### src/rtl/clkcfg_pkg.sv
package clkcfg_pkg;

    typedef enum logic [2:0] {
        ST_TAG,
        ST_FLAGS,
        ST_LEN_LO,
        ST_LEN_HI,
        ST_WORDS,
        ST_DRAIN,
        ST_LAUNCH,
        ST_WAIT
    } ld_state_t;

    localparam int FLAG_BEGIN_BIT = 0;
    localparam int FLAG_END_BIT   = 1;
    localparam int BYTES_PER_WORD = 8;

endpackage

### src/rtl/clkcfg_word_packer.sv
module clkcfg_word_packer #(
    parameter int WORD_W         = 40,
    parameter int BYTES_PER_WORD = 8
) (
    input  logic              clk,
    input  logic              rst_n,
    input  logic              clear,
    input  logic              byte_en,
    input  logic [7:0]        byte_data,
    output logic [WORD_W-1:0] word,
    output logic              word_done
);
    localparam int KEEP  = (WORD_W + 7) / 8;
    localparam int IDX_W = $clog2(BYTES_PER_WORD);

    logic [IDX_W-1:0]  idx_q;
    logic [KEEP*8-1:0] lanes_q;

    always_ff @(posedge clk) begin
        if (!rst_n || clear) begin
            idx_q <= '0;
        end else if (byte_en) begin
            if (idx_q == IDX_W'(BYTES_PER_WORD - 1)) idx_q <= '0;
            else                                     idx_q <= idx_q + 1'b1;
        end
    end

    // One register lane per kept byte; bytes past KEEP are dropped.
    for (genvar g = 0; g < KEEP; g++) begin : g_lane
        always_ff @(posedge clk) begin
            if (!rst_n) lanes_q[g*8 +: 8] <= '0;
            else if (byte_en && idx_q == IDX_W'(g)) lanes_q[g*8 +: 8] <= byte_data;
        end
    end

    assign word      = lanes_q[WORD_W-1:0];
    assign word_done = byte_en && (idx_q == IDX_W'(BYTES_PER_WORD - 1));

    // a completed word always leaves the byte index at the start of the next word
    assert_idx_wrap_R2: assert property (@(posedge clk) disable iff (!rst_n)
        word_done |=> (idx_q == '0));

endmodule

### src/rtl/clkcfg_table.sv
module clkcfg_table #(
    parameter int ENTRIES = 32,
    parameter int WORD_W  = 40,
    localparam int AW     = $clog2(ENTRIES)
) (
    input  logic              clk,
    input  logic              rst_n,
    input  logic              we,
    input  logic [AW-1:0]     waddr,
    input  logic [WORD_W-1:0] wdata,
    input  logic [AW-1:0]     raddr,
    output logic [WORD_W-1:0] rdata
);
    logic [WORD_W-1:0] mem [ENTRIES];

    always_ff @(posedge clk) begin
        if (!rst_n) begin
            for (int i = 0; i < ENTRIES; i++) mem[i] <= '0;
        end else if (we) begin
            mem[waddr] <= wdata;
        end
    end

    assign rdata = mem[raddr];

endmodule

### src/rtl/clkcfg_frame_ctrl.sv
module clkcfg_frame_ctrl
    import clkcfg_pkg::*;
#(
    parameter int         ENTRIES = 32,
    parameter logic [7:0] TAG     = 8'h5C,
    localparam int        AW      = $clog2(ENTRIES),
    localparam int        PTR_W   = $clog2(ENTRIES + 1)
) (
    input  logic          clk,
    input  logic          rst_n,
    input  logic          byte_fire,
    input  logic [7:0]    byte_data,
    input  logic          word_done,
    input  logic          apply_done,
    output logic          rx_ready,
    output logic          in_words,
    output logic          tbl_we,
    output logic [AW-1:0] tbl_waddr,
    output logic          apply_start,
    output logic          apply_busy,
    output logic          load_error
);
    localparam int CNT_W   = 16;
    localparam int DRAIN_W = CNT_W + 3;

    ld_state_t          state_q, state_d;
    logic               tag_hit_q, tag_hit_d;
    logic               beg_q, beg_d;
    logic               end_q, end_d;
    logic [7:0]         len_lo_q, len_lo_d;
    logic [CNT_W-1:0]   words_left_q, words_left_d;
    logic [DRAIN_W-1:0] drain_q, drain_d;
    logic [PTR_W-1:0]   wptr_q, wptr_d;
    logic               open_q, open_d;
    logic               err_q, err_d;

    logic [CNT_W-1:0]   hdr_cnt;
    logic [PTR_W-1:0]   base_ptr;
    logic [CNT_W:0]     reach;

    assign hdr_cnt  = {byte_data, len_lo_q};
    assign base_ptr = beg_q ? '0 : wptr_q;
    assign reach    = {1'b0, hdr_cnt} + (CNT_W+1)'(base_ptr);

    // State register and header/pointer registers
    always_ff @(posedge clk) begin
        if (!rst_n) begin
            state_q      <= ST_TAG;
            tag_hit_q    <= 1'b0;
            beg_q        <= 1'b0;
            end_q        <= 1'b0;
            len_lo_q     <= '0;
            words_left_q <= '0;
            drain_q      <= '0;
            wptr_q       <= '0;
            open_q       <= 1'b0;
            err_q        <= 1'b0;
        end else begin
            state_q      <= state_d;
            tag_hit_q    <= tag_hit_d;
            beg_q        <= beg_d;
            end_q        <= end_d;
            len_lo_q     <= len_lo_d;
            words_left_q <= words_left_d;
            drain_q      <= drain_d;
            wptr_q       <= wptr_d;
            open_q       <= open_d;
            err_q        <= err_d;
        end
    end

    // Next-state logic
    always_comb begin
        state_d      = state_q;
        tag_hit_d    = tag_hit_q;
        beg_d        = beg_q;
        end_d        = end_q;
        len_lo_d     = len_lo_q;
        words_left_d = words_left_q;
        drain_d      = drain_q;
        wptr_d       = wptr_q;
        open_d       = open_q;
        err_d        = err_q;
        unique case (state_q)
            ST_TAG: if (byte_fire) begin
                tag_hit_d = (byte_data == TAG);
                state_d   = ST_FLAGS;
            end
            ST_FLAGS: if (byte_fire) begin
                beg_d   = byte_data[FLAG_BEGIN_BIT];
                end_d   = byte_data[FLAG_END_BIT];
                state_d = ST_LEN_LO;
            end
            ST_LEN_LO: if (byte_fire) begin
                len_lo_d = byte_data;
                state_d  = ST_LEN_HI;
            end
            ST_LEN_HI: if (byte_fire) begin
                drain_d      = {hdr_cnt, 3'b000};
                words_left_d = hdr_cnt;
                if (!tag_hit_q) begin
                    state_d = (hdr_cnt == '0) ? ST_TAG : ST_DRAIN;
                end else if (!beg_q && !open_q) begin
                    err_d   = 1'b1;
                    state_d = (hdr_cnt == '0) ? ST_TAG : ST_DRAIN;
                end else if (reach > (CNT_W+1)'(ENTRIES)) begin
                    err_d   = 1'b1;
                    open_d  = 1'b0;
                    state_d = ST_DRAIN;
                end else begin
                    if (beg_q) begin
                        wptr_d = '0;
                        err_d  = 1'b0;
                    end
                    open_d = 1'b1;
                    if (hdr_cnt != '0) begin
                        state_d = ST_WORDS;
                    end else if (end_q) begin
                        open_d = 1'b0;
                        if (base_ptr == PTR_W'(ENTRIES)) begin
                            state_d = ST_LAUNCH;
                        end else begin
                            err_d   = 1'b1;
                            state_d = ST_TAG;
                        end
                    end else begin
                        state_d = ST_TAG;
                    end
                end
            end
            ST_WORDS: if (word_done) begin
                wptr_d       = wptr_q + 1'b1;
                words_left_d = words_left_q - 1'b1;
                if (words_left_q == CNT_W'(1)) begin
                    state_d = ST_TAG;
                    if (end_q) begin
                        open_d = 1'b0;
                        if (wptr_q + 1'b1 == PTR_W'(ENTRIES)) state_d = ST_LAUNCH;
                        else                                 err_d   = 1'b1;
                    end
                end
            end
            ST_DRAIN: if (byte_fire) begin
                drain_d = drain_q - 1'b1;
                if (drain_q == DRAIN_W'(1)) state_d = ST_TAG;
            end
            ST_LAUNCH: state_d = ST_WAIT;
            ST_WAIT:   if (apply_done) state_d = ST_TAG;
        endcase
    end

    // Outputs
    always_comb begin
        rx_ready    = !(state_q == ST_LAUNCH || state_q == ST_WAIT);
        in_words    = (state_q == ST_WORDS);
        apply_start = (state_q == ST_LAUNCH);
        apply_busy  = (state_q == ST_LAUNCH) || (state_q == ST_WAIT);
        tbl_we      = (state_q == ST_WORDS) && word_done;
        tbl_waddr   = wptr_q[AW-1:0];
        load_error  = err_q;
    end

    assert_ptr_bound_R6: assert property (@(posedge clk) disable iff (!rst_n)
        wptr_q <= PTR_W'(ENTRIES));

    assert_write_in_range_R6: assert property (@(posedge clk) disable iff (!rst_n)
        tbl_we |-> (wptr_q < PTR_W'(ENTRIES)));

    assert_full_on_start_R7: assert property (@(posedge clk) disable iff (!rst_n)
        apply_start |-> (wptr_q == PTR_W'(ENTRIES)));

    assert_start_once_R8: assert property (@(posedge clk) disable iff (!rst_n)
        apply_start |=> !apply_start);

    assert_start_then_busy_R8: assert property (@(posedge clk) disable iff (!rst_n)
        apply_start |=> apply_busy);

    // the error flag only rises from a header decision or a completed word
    assert_err_source_R5: assert property (@(posedge clk) disable iff (!rst_n)
        $rose(err_q) |-> ($past(state_q) == ST_LEN_HI || $past(state_q) == ST_WORDS));

endmodule

### src/rtl/clkcfg_loader.sv
module clkcfg_loader
    import clkcfg_pkg::*;
#(
    parameter int         ENTRIES = 32,
    parameter int         WORD_W  = 40,
    parameter logic [7:0] TAG     = 8'h5C,
    localparam int        AW      = $clog2(ENTRIES)
) (
    input  logic              clk,
    input  logic              rst_n,
    input  logic              rx_valid,
    input  logic [7:0]        rx_data,
    output logic              rx_ready,
    output logic              apply_start,
    output logic              apply_busy,
    input  logic              apply_done,
    output logic              load_error,
    input  logic [AW-1:0]     tbl_rd_addr,
    output logic [WORD_W-1:0] tbl_rd_data
);
    logic              byte_fire;
    logic              in_words;
    logic              word_done;
    logic [WORD_W-1:0] word;
    logic              tbl_we;
    logic [AW-1:0]     tbl_waddr;

    assign byte_fire = rx_valid && rx_ready;

    clkcfg_frame_ctrl #(
        .ENTRIES (ENTRIES),
        .TAG     (TAG)
    ) u_ctrl (
        .clk         (clk),
        .rst_n       (rst_n),
        .byte_fire   (byte_fire),
        .byte_data   (rx_data),
        .word_done   (word_done),
        .apply_done  (apply_done),
        .rx_ready    (rx_ready),
        .in_words    (in_words),
        .tbl_we      (tbl_we),
        .tbl_waddr   (tbl_waddr),
        .apply_start (apply_start),
        .apply_busy  (apply_busy),
        .load_error  (load_error)
    );

    clkcfg_word_packer #(
        .WORD_W         (WORD_W),
        .BYTES_PER_WORD (BYTES_PER_WORD)
    ) u_packer (
        .clk       (clk),
        .rst_n     (rst_n),
        .clear     (!in_words),
        .byte_en   (byte_fire && in_words),
        .byte_data (rx_data),
        .word      (word),
        .word_done (word_done)
    );

    clkcfg_table #(
        .ENTRIES (ENTRIES),
        .WORD_W  (WORD_W)
    ) u_table (
        .clk   (clk),
        .rst_n (rst_n),
        .we    (tbl_we),
        .waddr (tbl_waddr),
        .wdata (word),
        .raddr (tbl_rd_addr),
        .rdata (tbl_rd_data)
    );

endmodule

### config.mk
export PLATFORM = sky130hd
export DESIGN_NAME = clkcfg_loader
export DESIGN_NICKNAME = d
export VERILOG_FILES = /design/src/rtl/clkcfg_pkg.sv /design/src/rtl/clkcfg_word_packer.sv /design/src/rtl/clkcfg_table.sv /design/src/rtl/clkcfg_frame_ctrl.sv /design/src/rtl/clkcfg_loader.sv
export SDC_FILE = /design/constraint.sdc
export NUM_CORES = 2
export LEC_CHECK = 0
export BUFFER_PORTS_ARGS = -buffer_cell sky130_fd_sc_hd__clkbuf_2
export CORE_ASPECT_RATIO = 1.5
export CORE_MARGIN = 8
export CORE_UTILIZATION = 55
export DETAILED_ROUTE_END_ITERATION = 12
export PLACE_DENSITY = 0.75
export SYNTH_ARGS = -nofsm -noshare
export SYNTH_HDL_FRONTEND = slang
export SYNTH_SLANG_ARGS = --single-unit
### constraint.sdc
create_clock -name clk -period 6.33 [get_ports clk]
set_clock_uncertainty 0.2 [all_clocks]
set_input_delay 0.3165 -clock clk [delete_from_list [all_inputs] [get_ports clk]]
set_output_delay 0.3165 -clock clk [all_outputs]
set_load 0.02 [all_outputs]
* Yosys cells after proc, flatten, opt, wreduce, memory -nomap -nowiden
Memories as Yosys holds them, arrays and structs flattened.
Index checks and enable logic that the tools add are counted.
W data, S select, Z words.
** Storage, ports and cells
- Flip-flop bits (word level) :: 100
- Memory bits (writable) :: 1280
- Bits of input ports :: 17
- Logic and storage cells :: 150
- Memories :: 1
** Memories
- u_table.mem :: words 32, width 40, read ports 1, clocked after Yosys merged registers in 0, write ports 32, RTL line clkcfg_table.sv:14 : logic [WORD_W-1:0] mem [ENTRIES];
** Operators by class
- Add/sub/neg operators :: 5
- $lt $le $gt $ge :: 1
- Equal/unequal tests :: 31
- Muxes and demuxes :: 63
- Reduce and logical (&&, ||, !) cells :: 33
** Operator list (count)
- $mux W3 :: 19
- $mux W40 :: 1
- $reduce_or A40 Y1 :: 1
- $mux W19 :: 2
- $pmux W19 S2 :: 1
- $mux W6 :: 6
- $mux W16 :: 2
- $pmux W16 S2 :: 1
- $mux W1 :: 26
- $pmux W3 S8 :: 1
- $eq A19 B1 Y1 const B :: 1
- $sub A19 B1 Y19 const B :: 1
- $eq A3 B3 Y1 const B :: 6
- $ne A2 B2 Y1 const B :: 9
- $add A16 B6 Y17 :: 1
- $gt A17 B6 Y1 const B :: 1
- $eq A16 B1 Y1 const B :: 1
- $logic_not A16 Y1 :: 1
- $reduce_bool A16 Y1 :: 1
- $sub A16 B1 Y16 const B :: 1
- $reduce_and A7 Y1 :: 2
- $eq A3 B2 Y1 const B :: 4
- $eq A6 B6 Y1 const B :: 2
- $pmux W6 S2 :: 1
- 16 further kinds :: 41

* Depth between registers and ports, before layout
- Depth in word-level cells :: 12
- Depth in mapped cells :: 13
- Depth with buffers taken out :: 12

* Modules after synthesis
From an unflattened synthesis, not the netlist that was laid out.
** Second synthesis, totals
- Cell total of the unflattened synthesis :: 5076
- Area, all modules :: 64581.9 um^2
** Modules (own cells, without submodules)
- clkcfg_table :: instances 1, cells an instance 4345, area each 58811.4 um^2, sequential area each 38436.9 um^2
- clkcfg_frame_ctrl :: instances 1, cells an instance 553, area each 3985.1 um^2, sequential area each 1141.1 um^2
- clkcfg_word_packer :: instances 1, cells an instance 175, area each 1769.2 um^2, sequential area each 860.8 um^2
- clkcfg_loader :: instances 1, cells an instance 3, area each 16.3 um^2, sequential area each 0.0 um^2

* Worst setup path after synthesis
No wires, ideal clock.
- Path type :: flip-flop to flip-flop
- From :: register u_ctrl.state_q[1]
- To :: memory u_table.mem[30][0], enable pin
- Arrival :: 4.390 ns
- Data required time :: 5.637 ns
- Slack :: 1.246 ns
- Stages on the path, launching flop included :: 9
- Path buffers :: 3
- Clock period less this slack :: 5.084 ns
- Cells stage by stage :: dfxtp_1 -> nor2_1 -> and2_1 -> buf_2 -> and3_1 -> buf_2 -> nand3_1 -> clkbuf_1 -> o21ai_0
** RTL lines
- start, declared :: RTL line clkcfg_frame_ctrl.sv:26 : ld_state_t state_q, state_d;
- start signal, assigned :: RTL line clkcfg_frame_ctrl.sv:59 : state_q <= state_d;
- end, declared :: RTL line clkcfg_table.sv:14

==> summary.md <==
| Metric | Value |
|---|---|
| Least-Margin Pin Slew | 1.38 ns |
| Drt first pass iters | 6 |
| Lkg Pwr | about 24 nW |
| Final count of negative-setup-slack endpoints | 0 |
| GR met2 Demand/Resource | 0.464 |
| Avg Inst Size Synth | 15.1 µm² |
| Clk pin slew, worst setup/hold paths | 0.07 ns |
| Met3 usage | 0.0541 |
| Die X | 293 µm |
| Number of gates resized after CTS | 0 |
| Relative slew slack | 0.0748 |
| Arr. time, crit path | between 4 and 5 ns |
| Fin crit share | 0.697 |
| Top-count cell post-synth | and2_1 |
| PortBufs | 60 |
| CP Capture Type | flip-flop |
| Post-Syn Instances | between 4000 and 5000 |
| Synth-to-Final Area Change | 9.80% |
| Initial antenna violation count | 13 |
| Setup TNS | 0 ns |
| Grt peak-use layer | met2 |
| Fraction of layout cells with a size suffix above 1 | 0.203 |
| Post-synth EDFFs | 1280 |
| Die Height | 431 µm |
| CP max stage delay | 1.35 ns |
| Post-synth cell types | 72 |
| DPL Wire Length | slightly below 100000 µm |
| FF-to-FF setup slack | 1.92 ns |
| Max-Cap Viols | 0 |
| Die ar. | between 100000 and 150000 µm² |
| Net Count, Synth | 4218 |
| Post-DR wirelength/cell | around 30 µm |
| Net count reported at finish | 4096 |
| Placed Instances | ~5500 |
| Dominant synthesized flop cell | edfxtp_1 |
| Clk_lat worst skew | slightly below 0.8 ns |
| Critical path class | flip-flop to flip-flop |
| Pwr/cell area | 278 nW/µm² |
| CP most frequent cell | ha_1 |
| Routed WL | 172000 µm |
| Largest net degree at the start of global routing | 85 |
| Worst VDD drop | 0.246 mV |
| Max Clk Rate | 227 MHz |
| Largest area contributor in the netlist | edfxtp_1 |
| CTS Root Cell | clkbuf_16 |
| Share of the synthesized area in the top cell type | 0.607 |
| Sw frac | 0.224 |
| Std-Cell Rows | 152 |
| RSZ-0062 raised after global routing | false |
| Vias per std cell | 6.29 |
| Post-synth ARST share | 0 |
| Total number of vias | 35895 |
| Post-route ant nets | 0 |
| Post-synth top cells | 1287 x and2_1, 1280 x edfxtp_1, 400 x mux4_2 |
| Switching power | approximately 4.3 mW |
| Required @ worst endpoint | 6.57 ns |
| Sequential area share after synthesis | 0.639 |
| Internal cell power | about 15 mW |
| Non-Filler Instances | 5706 |
| Fin. Hold Viols | 0 |
| Total GRT Usage | 0.270 |
| H-Tree Depth | 3 |
| Final Slew Violations | 0 |
| Total grt overflow | 0 |
| Type of the worst min-delay path | input pin to flip-flop |
| Num CTS Buffers | 120 |
| Residual DRC | 0 |
| First-pass GRT wire length | 248000 µm |
| Syn Std Cell Area | 63300 µm² |
| DR iter-0 viols | 4094 |
| Clock share of power | 0.383 |
| Maximum root-to-sink buffer count | 3 |
| # IOs | 61 |
| Clock Sinks | 1380 |
| CTS tree | yes |
| Cells taking the most area after synthesis | edfxtp_1 61%, mux4_2 14%, and2_1 13%, dfxtp_1 3.2%, clkbuf_1 2.1% |
| Post-route minimum period | 4.41 ns |
| Worst path cell trace | ha_1, ha_1, and3_1, nand3_2, o21ai_4, buf_4 |
| Status | completed |
| Gp weighted congestion | 0.852 |
| Initial core utilization | 0.554 |
| Placed Area | 65500 µm² |
| Critical Path Fanout Max | 27 |
| Vias in the first global route | 36309 |
| YS warnings | 0 |
| Met1 usage | 0.327 |
| Worst path slowest cell | o21ai_4 |
| Post-route cell area | approximately 70000 µm² |
| Synthesized flop and latch total | 1380 |
| Critical Path Source Type | flip-flop |
| Combinational share of power | 0.074 |
| Core Region | ~110000 µm² |
| Flop pwr share | 0.543 |
-- sequential cells by signal, summed over array words and instances (netlist names), 3 cells and up --
| signal | count |
|---|---|
| u_table.mem | 1280 |
| u_packer.idx_q | 3 |
| u_ctrl.state_q | 3 |
| u_ctrl.drain_q | 19 |
| u_ctrl.words_left_q | 16 |
| u_ctrl.len_lo_q | 8 |
| u_ctrl.wptr_q | 6 |
| u_packer.word | 40 |
-- critical path: cells and delay by family (launching register included) --
| kind | cells | cell delay [ns] |
|---|---|---|
| simple gates | 2 | 1.26 |
| flops | 1 | 0.40 |
| fa+ha+maj | 2 | 0.44 |
| compound gates | 1 | 1.35 |
| buf+inv | 1 | 0.41 |
-- path summary, 6_finish.rpt --
| path | depth (start not counted) | end | startpoint |
|---|---|---|---|
| worst max register to register | 6 | u_table.mem[31][6]$_SDFFCE_PN0P_ | u_packer.idx_q[0]$_SDFFE_PP0P_ |
| worst min register to register | 2 | u_ctrl.words_left_q[4]$_SDFFE_PN0P_ | u_ctrl.words_left_q[4]$_SDFFE_PN0P_ |
| worst min-delay path | 7 | u_ctrl.state_q[0]$_SDFFE_PN0P_ | apply_done |
| worst max-delay path | 6 | u_table.mem[31][6]$_SDFFCE_PN0P_ | u_packer.idx_q[0]$_SDFFE_PP0P_ |
-- layout make-up --
class,instances,area [µm²]
Timing Repair Buffer,158,1280
Tap cell,1540,1930
Multi-Input combinational cell,2383,21900
Clock inverter,81,807
Fill cell,8142,44800
Sequential cell,1380,40400
Inverter,16,60.1
Clock buffer,143,3110
Antenna cell,5,12.5
-- placed cells by master, fill, tap and decap left out, types with 8 or more instances in the layout --
cell type,instances
and2_1,1287
edfxtp_1,1280
mux4_2,400
clkbuf_16,121
nand2_1,120
dfxtp_1,100
nor2_1,85
a21oi_1,83
buf_4,75
clkbuf_2,54
nand3_1,47
mux2_2,40
o21ai_4,32
nor2_4,32
clkinv_1,32
mux2i_1,30
o21ai_0,30
nor3_1,22
clkbuf_1,22
clkinv_2,21
ha_1,20
inv_1,15
buf_12,15
bufinv_16,13
a31oi_1,12
dlygate4sd3_1,10
xor2_1,8
-- per-layer routing --
metal	up-vias	wire (µm)
met5	-	27
met4	4	8900
met3	452	16300
met2	1988	87300
met1	18326	59100
li1	15125	-
-- through the flow --
stage / setup WS (ns) / utilization / power (mW) / hold slack, ns
2_1_floorplan: 1.25 / - / 11.5 / 0.249
3_3_place_gp: 2.03 / 0.573 / 12.1 / 0.260
6_report: 1.92 / 0.608 / 19.3 / 0.240
5_1_grt: 1.78 / 0.608 / 19.8 / 0.316
4_1_cts: 1.97 / 0.608 / 19.4 / 0.181
3_5_place_dp: 2.00 / 0.573 / 12.1 / 0.274
-- cell families (layout without fill, tap and decap cells) --
logic type                 Yosys count  in the layout  share of synthesized area
DFF                               1380           1380                      0.639
and+or+nand+nor                   1656           1656                      0.154
AOI/OAI and AO/OA                  224            224                     0.0220
buffers and inverters              418            398                     0.0256
adders and majority gates           21             21                    0.00413
xor gates and xnor gates            11             11                    0.00152
other                                0              5                          0
muxes                              471            471                      0.154
-- what timing repair did --
item,in CTS,in global routing
hold endpoints to repair,38,0
hold buffers,10,0
buffers inserted,0,0
-- power groups by stage --
stage | combinational, mW | clock, mW | sequential (mW)
4_1_cts | 1.43 | 7.46 | 10.5
3_3_place_gp | 1.41 | 0 | 10.6
2_1_floorplan | 0.909 | 0 | 10.6
6_report | 1.42 | 7.40 | 10.5
3_5_place_dp | 1.42 | 0 | 10.7
5_1_grt | 1.47 | 7.77 | 10.5
No activity file was read; power rests on OpenSTA's default activity.
